<file path="config.mk">
export PLATFORM = sky130hd
export DESIGN_NAME = sdram_ap_tracker
export DESIGN_NICKNAME = d
export VERILOG_FILES = /design/src/rtl/sdram_trk_pkg.sv /design/src/rtl/sdram_bank_fsm.sv /design/src/rtl/sdram_wr_burst.sv /design/src/rtl/sdram_rd_pipe.sv /design/src/rtl/sdram_ap_tracker.sv
export SDC_FILE = /design/constraint.sdc
export NUM_CORES = 1
export LEC_CHECK = 0
export ABC_AREA = 0
export CAP_MARGIN = 30
export CELL_PAD_IN_SITES_DETAIL_PLACEMENT = 2
export CELL_PAD_IN_SITES_GLOBAL_PLACEMENT = 2
export CORE_ASPECT_RATIO = 1.5
export CORE_MARGIN = 1.5
export CORE_UTILIZATION = 33
export CTS_CLUSTER_DIAMETER = 60
export DETAILED_ROUTE_END_ITERATION = 6
export PLACE_DENSITY = 0.85
export SETUP_SLACK_MARGIN = 0.1
export SYNTH_ARGS = -nofsm -noshare
export SYNTH_HDL_FRONTEND = slang
export SYNTH_SLANG_ARGS = --single-unit
</file>
<file path="constraint.sdc">
create_clock -name clk -period 3.5 [get_ports clk]
set_clock_uncertainty 0.15 [all_clocks]
set_input_delay 0.7 -clock clk [delete_from_list [all_inputs] [get_ports clk]]
set_output_delay 0.7 -clock clk [all_outputs]
set_load 0.005 [all_outputs]
</file>
<file path="src/rtl/sdram_trk_pkg.sv">
`timescale 1ns/1ps
package sdram_trk_pkg;

    typedef enum logic [1:0] {
        CMD_NOP = 2'd0,
        CMD_ACT = 2'd1,
        CMD_RD  = 2'd2,
        CMD_WR  = 2'd3
    } cmd_e;

    typedef enum logic [1:0] {
        BK_IDLE   = 2'd0,
        BK_ACTIVE = 2'd1,
        BK_WREC   = 2'd2,
        BK_PRECH  = 2'd3
    } bank_st_e;

    localparam int BURST_LEN = 4;

    // low column bits of beat n inside an aligned group of four
    function automatic logic [1:0] beat_lsb(input logic [1:0] base, input logic [1:0] beat);
        return base + beat;
    endfunction

endpackage

</file>
<file path="src/rtl/sdram_bank_fsm.sv">
`timescale 1ns/1ps
module sdram_bank_fsm
    import sdram_trk_pkg::*;
#(
    parameter int TWR = 2,
    parameter int TRP = 3
) (
    input  logic     clk,
    input  logic     rst,
    input  logic     act_i,
    input  logic     rdap_i,
    input  logic     rec_full_i,
    input  logic     rec_cut_i,
    output bank_st_e state_o
);
    localparam int MAXT  = (TWR > TRP) ? TWR : TRP;
    localparam int CNT_W = $clog2(MAXT + 1);
    localparam logic [CNT_W-1:0] TWR_C  = CNT_W'(TWR);
    localparam logic [CNT_W-1:0] TWR_C1 = CNT_W'(TWR - 1);
    localparam logic [CNT_W-1:0] TRP_C  = CNT_W'(TRP);
    localparam logic [CNT_W-1:0] ONE_C  = CNT_W'(1);

    bank_st_e       st_q;
    logic [CNT_W-1:0] cnt_q;

    always_ff @(posedge clk) begin
        if (rst) begin
            st_q  <= BK_IDLE;
            cnt_q <= '0;
        end else begin
            case (st_q)
                BK_IDLE: if (act_i) st_q <= BK_ACTIVE;
                BK_ACTIVE: begin
                    if (rdap_i) begin
                        st_q  <= BK_PRECH;
                        cnt_q <= TRP_C;
                    end else if (rec_full_i) begin
                        st_q  <= BK_WREC;
                        cnt_q <= TWR_C;
                    end else if (rec_cut_i) begin
                        // interrupt cycle already counts as the first recovery cycle
                        if (TWR > 1) begin
                            st_q  <= BK_WREC;
                            cnt_q <= TWR_C1;
                        end else begin
                            st_q  <= BK_PRECH;
                            cnt_q <= TRP_C;
                        end
                    end
                end
                BK_WREC: begin
                    if (cnt_q == ONE_C) begin
                        st_q  <= BK_PRECH;
                        cnt_q <= TRP_C;
                    end else begin
                        cnt_q <= cnt_q - ONE_C;
                    end
                end
                default: begin
                    if (cnt_q == ONE_C) st_q <= BK_IDLE;
                    else cnt_q <= cnt_q - ONE_C;
                end
            endcase
        end
    end

    assign state_o = st_q;

    a_r2_idle_exit: assert property (@(posedge clk) disable iff (rst)
        st_q == BK_IDLE |=> st_q inside {BK_IDLE, BK_ACTIVE});
    a_r5_rec_exit: assert property (@(posedge clk) disable iff (rst)
        st_q == BK_WREC |=> st_q inside {BK_WREC, BK_PRECH});
    a_r5_prech_exit: assert property (@(posedge clk) disable iff (rst)
        st_q == BK_PRECH |=> st_q inside {BK_PRECH, BK_IDLE});
    a_r6_cut_leaves_open: assert property (@(posedge clk) disable iff (rst)
        (rec_cut_i && st_q == BK_ACTIVE && !rdap_i) |=> st_q inside {BK_WREC, BK_PRECH});

endmodule

</file>
<file path="src/rtl/sdram_wr_burst.sv">
`timescale 1ns/1ps
module sdram_wr_burst
    import sdram_trk_pkg::*;
#(
    parameter int BANK_W = 2,
    parameter int COL_W  = 8
) (
    input  logic              clk,
    input  logic              rst,
    input  logic              start_i,
    input  logic              cut_i,
    input  logic [BANK_W-1:0] bank_i,
    input  logic              ap_i,
    input  logic [COL_W-1:0]  col_i,
    output logic              acc_o,
    output logic [BANK_W-1:0] acc_bank_o,
    output logic [COL_W-1:0]  acc_col_o,
    output logic              ap_busy_o,
    output logic [BANK_W-1:0] busy_bank_o,
    output logic              rec_full_o,
    output logic              rec_cut_o
);
    localparam logic [1:0] LAST_BEAT = 2'(BURST_LEN - 1);

    logic              act_q, ap_q;
    logic [BANK_W-1:0] bank_q;
    logic [COL_W-1:0]  col_q;
    logic [1:0]        beat_q;
    logic              cont;

    assign cont        = act_q && !cut_i;
    assign acc_o       = start_i || cont;
    assign acc_bank_o  = start_i ? bank_i : bank_q;
    assign acc_col_o   = start_i ? col_i : {col_q[COL_W-1:2], beat_lsb(col_q[1:0], beat_q)};
    assign ap_busy_o   = act_q && ap_q;
    assign busy_bank_o = bank_q;
    assign rec_full_o  = cont && ap_q && (beat_q == LAST_BEAT);
    assign rec_cut_o   = act_q && ap_q && cut_i;

    always_ff @(posedge clk) begin
        if (rst) begin
            act_q  <= 1'b0;
            ap_q   <= 1'b0;
            bank_q <= '0;
            col_q  <= '0;
            beat_q <= '0;
        end else if (start_i) begin
            act_q  <= 1'b1;
            ap_q   <= ap_i;
            bank_q <= bank_i;
            col_q  <= col_i;
            beat_q <= 2'd1;
        end else if (cut_i) begin
            act_q <= 1'b0;
        end else if (act_q) begin
            if (beat_q == LAST_BEAT) act_q <= 1'b0;
            beat_q <= beat_q + 2'd1;
        end
    end

    a_r3_beats_contiguous: assert property (@(posedge clk) disable iff (rst)
        (acc_o && !start_i) |-> $past(acc_o));
    a_r4_cut_ends: assert property (@(posedge clk) disable iff (rst)
        (act_q && cut_i && !start_i) |=> (!acc_o || start_i));

endmodule

</file>
<file path="src/rtl/sdram_rd_pipe.sv">
`timescale 1ns/1ps
module sdram_rd_pipe
    import sdram_trk_pkg::*;
#(
    parameter int CL     = 3,
    parameter int BANK_W = 2
) (
    input  logic              clk,
    input  logic              rst,
    input  logic              go_i,
    input  logic [BANK_W-1:0] bank_i,
    output logic              valid_o,
    output logic [BANK_W-1:0] bank_o
);
    logic [CL-1:0]     v_q;
    logic [BANK_W-1:0] b_q [CL];
    logic [1:0]        left_q;
    logic [BANK_W-1:0] lb_q;
    logic              head;

    always_ff @(posedge clk) begin
        if (rst) begin
            v_q[0] <= 1'b0;
            b_q[0] <= '0;
        end else begin
            v_q[0] <= go_i;
            b_q[0] <= bank_i;
        end
    end

    for (genvar g = 1; g < CL; g++) begin : g_stage
        always_ff @(posedge clk) begin
            if (rst) begin
                v_q[g] <= 1'b0;
                b_q[g] <= '0;
            end else begin
                v_q[g] <= v_q[g-1];
                b_q[g] <= b_q[g-1];
            end
        end
    end

    assign head = v_q[CL-1];

    always_ff @(posedge clk) begin
        if (rst) begin
            left_q <= '0;
            lb_q   <= '0;
        end else if (head) begin
            left_q <= 2'(BURST_LEN - 1);
            lb_q   <= b_q[CL-1];
        end else if (left_q != 2'd0) begin
            left_q <= left_q - 2'd1;
        end
    end

    assign valid_o = head || (left_q != 2'd0);
    assign bank_o  = head ? b_q[CL-1] : lb_q;

    a_r7_rd_contiguous: assert property (@(posedge clk) disable iff (rst)
        (valid_o && !head) |-> $past(valid_o));

endmodule

</file>
<file path="src/rtl/sdram_ap_tracker.sv">
`timescale 1ns/1ps
module sdram_ap_tracker
    import sdram_trk_pkg::*;
#(
    parameter int NUM_BANKS = 4,
    parameter int COL_W     = 8,
    parameter int TWR       = 2,
    parameter int TRP       = 3,
    parameter int CL        = 3,
    localparam int BANK_W   = (NUM_BANKS > 1) ? $clog2(NUM_BANKS) : 1
) (
    input  logic                   clk,
    input  logic                   rst,
    input  logic [1:0]             cmd_i,
    input  logic                   cmd_ap_i,
    input  logic [BANK_W-1:0]      cmd_bank_i,
    input  logic [COL_W-1:0]       cmd_col_i,
    output logic [2*NUM_BANKS-1:0] bank_state_o,
    output logic                   illegal_o,
    output logic                   wr_accept_o,
    output logic [BANK_W-1:0]      wr_bank_o,
    output logic [COL_W-1:0]       wr_col_o,
    output logic                   rd_valid_o,
    output logic [BANK_W-1:0]      rd_bank_o
);
    cmd_e              cmd;
    bank_st_e          st [NUM_BANKS];
    bank_st_e          tgt_st;
    logic              legal, wr_start, rd_go, cut, lock;
    logic              ap_busy, rec_full, rec_cut;
    logic [BANK_W-1:0] busy_bank;
    logic              illegal_q;

    assign cmd    = cmd_e'(cmd_i);
    assign tgt_st = st[cmd_bank_i];
    assign lock   = ap_busy && (busy_bank == cmd_bank_i);

    always_comb begin
        case (cmd)
            CMD_ACT:        legal = (tgt_st == BK_IDLE);
            CMD_RD, CMD_WR: legal = (tgt_st == BK_ACTIVE) && !lock;
            default:        legal = 1'b1;
        endcase
    end

    assign wr_start = (cmd == CMD_WR) && legal;
    assign rd_go    = (cmd == CMD_RD) && legal;
    assign cut      = wr_start || rd_go;

    always_ff @(posedge clk) begin
        if (rst) illegal_q <= 1'b0;
        else     illegal_q <= !legal;
    end
    assign illegal_o = illegal_q;

    sdram_wr_burst #(.BANK_W(BANK_W), .COL_W(COL_W)) u_wr (
        .clk        (clk),
        .rst        (rst),
        .start_i    (wr_start),
        .cut_i      (cut),
        .bank_i     (cmd_bank_i),
        .ap_i       (cmd_ap_i),
        .col_i      (cmd_col_i),
        .acc_o      (wr_accept_o),
        .acc_bank_o (wr_bank_o),
        .acc_col_o  (wr_col_o),
        .ap_busy_o  (ap_busy),
        .busy_bank_o(busy_bank),
        .rec_full_o (rec_full),
        .rec_cut_o  (rec_cut)
    );

    sdram_rd_pipe #(.CL(CL), .BANK_W(BANK_W)) u_rd (
        .clk    (clk),
        .rst    (rst),
        .go_i   (rd_go),
        .bank_i (cmd_bank_i),
        .valid_o(rd_valid_o),
        .bank_o (rd_bank_o)
    );

    for (genvar b = 0; b < NUM_BANKS; b++) begin : g_bank
        logic hit, rec_hit;
        assign hit     = (cmd_bank_i == BANK_W'(b));
        assign rec_hit = (busy_bank == BANK_W'(b));

        sdram_bank_fsm #(.TWR(TWR), .TRP(TRP)) u_fsm (
            .clk       (clk),
            .rst       (rst),
            .act_i     ((cmd == CMD_ACT) && legal && hit),
            .rdap_i    (rd_go && cmd_ap_i && hit),
            .rec_full_i(rec_full && rec_hit),
            .rec_cut_i (rec_cut && rec_hit),
            .state_o   (st[b])
        );
        assign bank_state_o[2*b +: 2] = st[b];
    end

    a_r9_illegal_no_burst: assert property (@(posedge clk) disable iff (rst)
        illegal_o |-> !$past(wr_start));
    a_r9_illegal_no_read: assert property (@(posedge clk) disable iff (rst)
        illegal_o |-> !$past(rd_go));

endmodule

</file>
* Word-level counts from Yosys, hierarchy flattened
Memories as Yosys holds them, arrays and structs flattened.
Index checks and enable logic that the tools add are counted.
** Cells by class
- Add/subtract/negate cells :: 7
- Magnitude comparators :: 1
- Equality and inequality tests :: 41
- Mux-type cells :: 74
- Bitwise logic cells :: 9
- Reduce and logical (&&, ||, !) cells :: 59
** Operator list (count)
- 2-bit 2-to-1 mux :: 53
- 2-bit one-hot mux with 3 select lines :: 8
- 1-bit logical AND :: 27
- 2-bit by 1-bit equality test with 1-bit output (second input constant) :: 12
- 2-bit equality test (second input constant) :: 11
- 2-bit by 1-bit inequality test with 1-bit output (second input constant) :: 9
- 4-bit by 1-bit inequality test with 1-bit output (second input constant) :: 4
- 4-bit AND reduction :: 4
- 2-bit zero test :: 7
- 3-bit inequality test (second input constant) :: 4
- 3-bit AND reduction :: 4
- 3-bit nonzero test :: 4
- 1-bit 2-to-1 mux :: 10
- 2-bit by 1-bit subtractor with 2-bit output (second input constant) :: 5
- 8-bit 2-to-1 mux :: 1
- 2-bit nonzero test :: 3
- 1-bit NOT :: 5
- 2-bit binary-select mux with 2-bit select :: 1
- 2-bit AND reduction :: 2
- 2-bit OR reduction :: 2
- 3-bit >= comparator (second input constant) :: 1
- 1-bit zero test :: 3
- 1-bit logical OR :: 3
- 2-bit NOT with 3-bit output :: 1
- other kinds (5) :: 7
** Word-level totals
- Bits in registers :: 38
- Memory bits (writable) :: 6
- Input bits :: 15
- Logic and storage cells :: 212
- Memories :: 1
** Memory list
- u_rd.b_q :: depth 3, width 2, read ports 3, clocked after Yosys merged registers in 0, write ports 3, line sdram_rd_pipe.sv:16 : logic [BANK_W-1:0] b_q [CL];

* Depth between registers and ports, before layout
- Depth in word-level cells :: 17
- Depth in mapped cells :: 9
- Gate-level depth less buffers :: 8

* By module
A second synthesis with hierarchy kept.
** Unflattened totals
- Cells, all modules :: 317
- Area total of the unflattened synthesis :: 3019.1 µm²
** Modules (own cells, without submodules)
- sdram_bank_fsm (g_bank[0].u_fsm ...) :: instances 3, cells an instance 45, area an instance 405.4 µm², sequential area each 80.1 µm²
- sdram_wr_burst :: instances 1, cells an instance 61, area an instance 635.6 µm², sequential area each 280.3 µm²
- sdram_rd_pipe :: instances 1, cells an instance 36, area an instance 436.7 µm², sequential area each 260.2 µm²
- sdram_bank_fsm (g_bank[2].u_fsm) :: instances 1, cells an instance 46, area an instance 416.6 µm², sequential area each 80.1 µm²
- sdram_ap_tracker :: instances 1, cells an instance 39, area an instance 314.1 µm², sequential area each 20.0 µm²

* Worst setup path before layout
OpenSTA, ideal clock, no wires.
- Path type :: input port to output port
- Start :: in cmd_bank_i[0]
- End :: out wr_col_o[1]
- Arrival :: 2.271 ns
- Slack :: 0.379 ns
- Stages :: 7
- Buffers on the path :: 3
- Cell sequence :: buf_2 -> mux4_2 -> and2b_4 -> buf_6 -> and3_1 -> buf_2 -> o21ai_1
** On the way
- Longest elaborated chain between the ends :: 9
- Elaborated cells between the ends (all ways) :: 13
- Classes of those cells :: eq/ne (2); mux (5); bitwise (1); reduce/logical (5)
** RTL lines
- start, declared :: line sdram_ap_tracker.sv:16 : input logic [BANK_W-1:0] cmd_bank_i,
- 2-bit NOT with 3-bit output (implied by the code) :: line sdram_ap_tracker.sv:35 : assign tgt_st = st[cmd_bank_i];
- 2-bit binary-select mux with 2-bit select :: line sdram_ap_tracker.sv:35
- 2-bit 2-to-1 mux (implied by the code) (2 in series) :: line sdram_ap_tracker.sv:35
- 2-bit by 1-bit equality test with 1-bit output :: line sdram_ap_tracker.sv:41 : CMD_RD, CMD_WR: legal = (tgt_st == BK_ACTIVE) && !lock;
- 1-bit logical AND :: line sdram_ap_tracker.sv:41
- 1-bit one-hot mux with 2 select lines (*) :: line sdram_ap_tracker.sv:39 : case (cmd)
- 1-bit logical AND (*) :: line sdram_ap_tracker.sv:46 : assign wr_start = (cmd == CMD_WR) && legal;
- 8-bit 2-to-1 mux (*) :: line sdram_wr_burst.sv:34 : assign acc_col_o = start_i ? col_i : {col_q[COL_W-1:2], beat_lsb(col_q[1:0], beat_q)};
- end, declared :: line sdram_ap_tracker.sv:22 : output logic [COL_W-1:0] wr_col_o,
Mark *: on every way between the ends. The rest lies on a longest branch, timed or not. The select of a mux whose other input is x is not followed.

* Final worst setup path
- Start :: in cmd_bank_i[1]
- End :: out wr_col_o[7]
The elaborated chain is that of the path after synthesis.

==> reports/results.tsv <==
metric	value	unit
DR WL/cell	20.2	um
IO Count	38	
Hold Vio Cnt, Final	0	
pwr/cell area	630	mW/mm^2
asr flop ratio synth	0	
GP Congestion	0.842	
peak supply drop	242	uV
number of global-route vias before repair	3171	
flop2flop setup slack	830	ps
synth unique cells	61	
Site Rows	41	
Die Width	79.1	um
layout cells sized above 1	0.163	
initial antenna violation count	0	
RSZ-0062 raised after global routing	false	
largest net degree at the start of global routing	18	
GRT Residual Overflow	0	
Seq/Total Area, Yosys	0.307	
predominant post-synthesis flop cell	dfxtp_1	
drt first pass iters	4	
antenna fix cells	0	
Arr. time, crit path	2470	ps
most numerous cell in the Yosys netlist	dfxtp_1	
GR Util met1	0.241	
CTS Buf Count	5	
status	complete, no violations	
clock-pin slew on the worst setup and hold paths	70	ps
CP delay by family, top	buffers and inverters	
# DRC	0	
Post-DP HPWL	7320	um
worst-margin pin slew	592	ps
Synth Cell Area	0.00287	mm^2
Die Height	117	um
Synth Register Bits	44	
PortBufs	37	
Post-synth EDFFs	0	
maxcap violations	0	
Pins Over Slew Limit	0	
clk_lat worst skew	290	ps
root buffer cell	clkbuf_16	
Post-Route WL	10200	um
WP data required	2650	ps
via count	2833	
H-tree level count	2	
first-pass GRT wire length	16600	um
Mapped Cells	337	
CTS tree	built	
total die area	0.00928	mm^2
Hold Path Class	reg2reg	
class of the most critical setup path	in2out	
syn_nets	383	
top cells by count, synth	dfxtp_1 (44), nand2_1 (35), nor2_1 (32), ha_1 (31), inv_1 (31)	
yosys warns	0	
period utilization	0.949	
most numerous cell on the critical path	nand2_1	
post-synth top area share	0.307	
clock buffer depth	2	
dpl cells	496	
Layout Cells excl Fill	507	
Slowest-stage cell, CP	mux4_2	
gr busiest metal	met2	
Finish-stage setup viols	0	
CP Max Fanout	6	
GR Util All Layers	0.236	
fin nets	445	
CP Buf/Inv Count	4	
Startpoint Class	input pin	
Fmax	301	MHz
GR met2 Demand/Resource	0.459	
core area	0.00841	mm^2
Min Hold Slack	296	ps
GR Layer Usage met3	0.0264	
CP cell instances	buf_2 > mux4_2 > and2b_4 > nand3_4 > buf_6 > buf_4 > nand2_1 > nand2_1 > dlygate4sd2_1	
max_slew headroom	0.600	
Final min period	3320	ps
ranking of synthesized cells by area	dfxtp_1 (31%), ha_1 (14%), nand2_1 (4.6%)	
cell taking the most area after synthesis	dfxtp_1	
initial drt markers	107	
ANT nets after route	0	
Leak Pwr	0.00157	uW
CTS Hold Bufs	0	
CTS Sinks	44	
Via density	5.59	
Initial Utilization	0.341	
Syn Area/Cell	8.52	um^2
Crit. End Element	primary output	
Area Overhead vs Synth	30.9	%
CP peak stage delay	530	ps
==> registers in the layout, summed over array words and instances, names as in the netlist <==
| signal | cells |
|---|---|
| u_wr.act_q | 1 |
| illegal_o | 1 |
| g_bank.u_fsm.cnt_q | 8 |
| u_wr.col_q | 8 |
| u_rd.left_q | 2 |
| u_rd.b_q | 6 |
| u_rd.head | 1 |
| u_wr.busy_bank_o | 2 |
| g_bank.u_fsm.state_o | 8 |
| u_rd.v_q | 2 |
| u_wr.ap_q | 1 |
| u_wr.beat_q | 2 |
| u_rd.lb_q | 2 |
==> metrics by stage <==
step	instance area [um^2]	setup WS, ps	utilization	TNS [ps]	power, uW
2_1_floorplan	2870	379	-	0	1380
3_3_place_gp	3530	-361	0.420	-3610	1690
3_5_place_dp	3530	-461	0.420	-4780	1770
4_1_cts	3740	15.6	0.444	0	2370
5_1_grt	3760	114	0.446	0	2530
6_report	3760	179	0.446	0	2370
==> metal layers <==
| layer | routed length [um] | up-vias |
|---|---|---|
| met5 | 0 | - |
| met4 | 478 | 0 |
| met3 | 269 | 36 |
| met2 | 5650 | 82 |
| met1 | 3840 | 1407 |
| li1 | - | 1308 |
==> cells in the final DEF (no fill, tap or decap), types with 3 or more instances in the layout <==
cell type | synthesis | final
dfxtp_1 | 44 | 44
nand2_1 | 35 | 35
nor2_1 | 32 | 32
buf_4 | 0 | 32
inv_1 | 31 | 31
ha_1 | 31 | 31
clkdlybuf4s50_1 | 0 | 24
o21ai_0 | 20 | 18
and2_1 | 10 | 10
nand3_1 | 10 | 9
a21oi_1 | 9 | 9
dlygate4sd2_1 | 0 | 8
nor2b_1 | 7 | 7
nor3_1 | 7 | 7
o21ai_1 | 5 | 6
mux2i_1 | 6 | 6
o31ai_1 | 5 | 5
clkbuf_16 | 0 | 5
o41ai_1 | 4 | 4
xor2_1 | 3 | 3
o211ai_1 | 3 | 3
a2111oi_4 | 3 | 3
a31oi_1 | 3 | 3
dlymetal6s2s_1 | 0 | 3
==> what timing repair did <==
action	in CTS	in global routing
endpoints found under the setup margin	11	8
gates resized for setup	21	5
setup buffers	3	0
pin swaps	1	1
==> cell families after synthesis <==
family,count (synthesis),share of synthesized area
buf+inv,47,0.0702
simple gates,122,0.214
flops,44,0.307
xor+xnor,5,0.0153
mux,10,0.0445
compound gates,78,0.214
fa+ha+maj,31,0.135
==> where the power goes <==
group	internal, uW	switching, uW	leakage (uW)	total (uW)
combinational	491	634	0.00113	1120
sequential	586	102	0.000358	688
clock	339	214	0.0000804	554
total	1420	950	0.00157	2370
==> area by class of cell <==
type                            instances  area [um^2]
Clock inverter                          3         46.3
Fill cell                             931         4660
Multi-Input combinational cell        246         1820
Tap cell                              107          134
Timing Repair Buffer                   71          636
Clock buffer                            5          125
Sequential cell                        44          881
Inverter                               31          116
==> path summary, 6_finish.rpt <==
kind / cells past startpoint / endpoint / startpoint
hold reg to reg: 1 / u_rd.b_q[1][1] / u_rd.b_q[0][1]
setup reg to reg: 8 / g_bank[0].u_fsm.state_o[1] / g_bank[2].u_fsm.state_o[1]
setup / recovery: 9 / wr_col_o[7] / cmd_bank_i[1]
hold / removal: 1 / u_rd.b_q[1][1] / u_rd.b_q[0][1]
(Power assumes the default switching activity.)
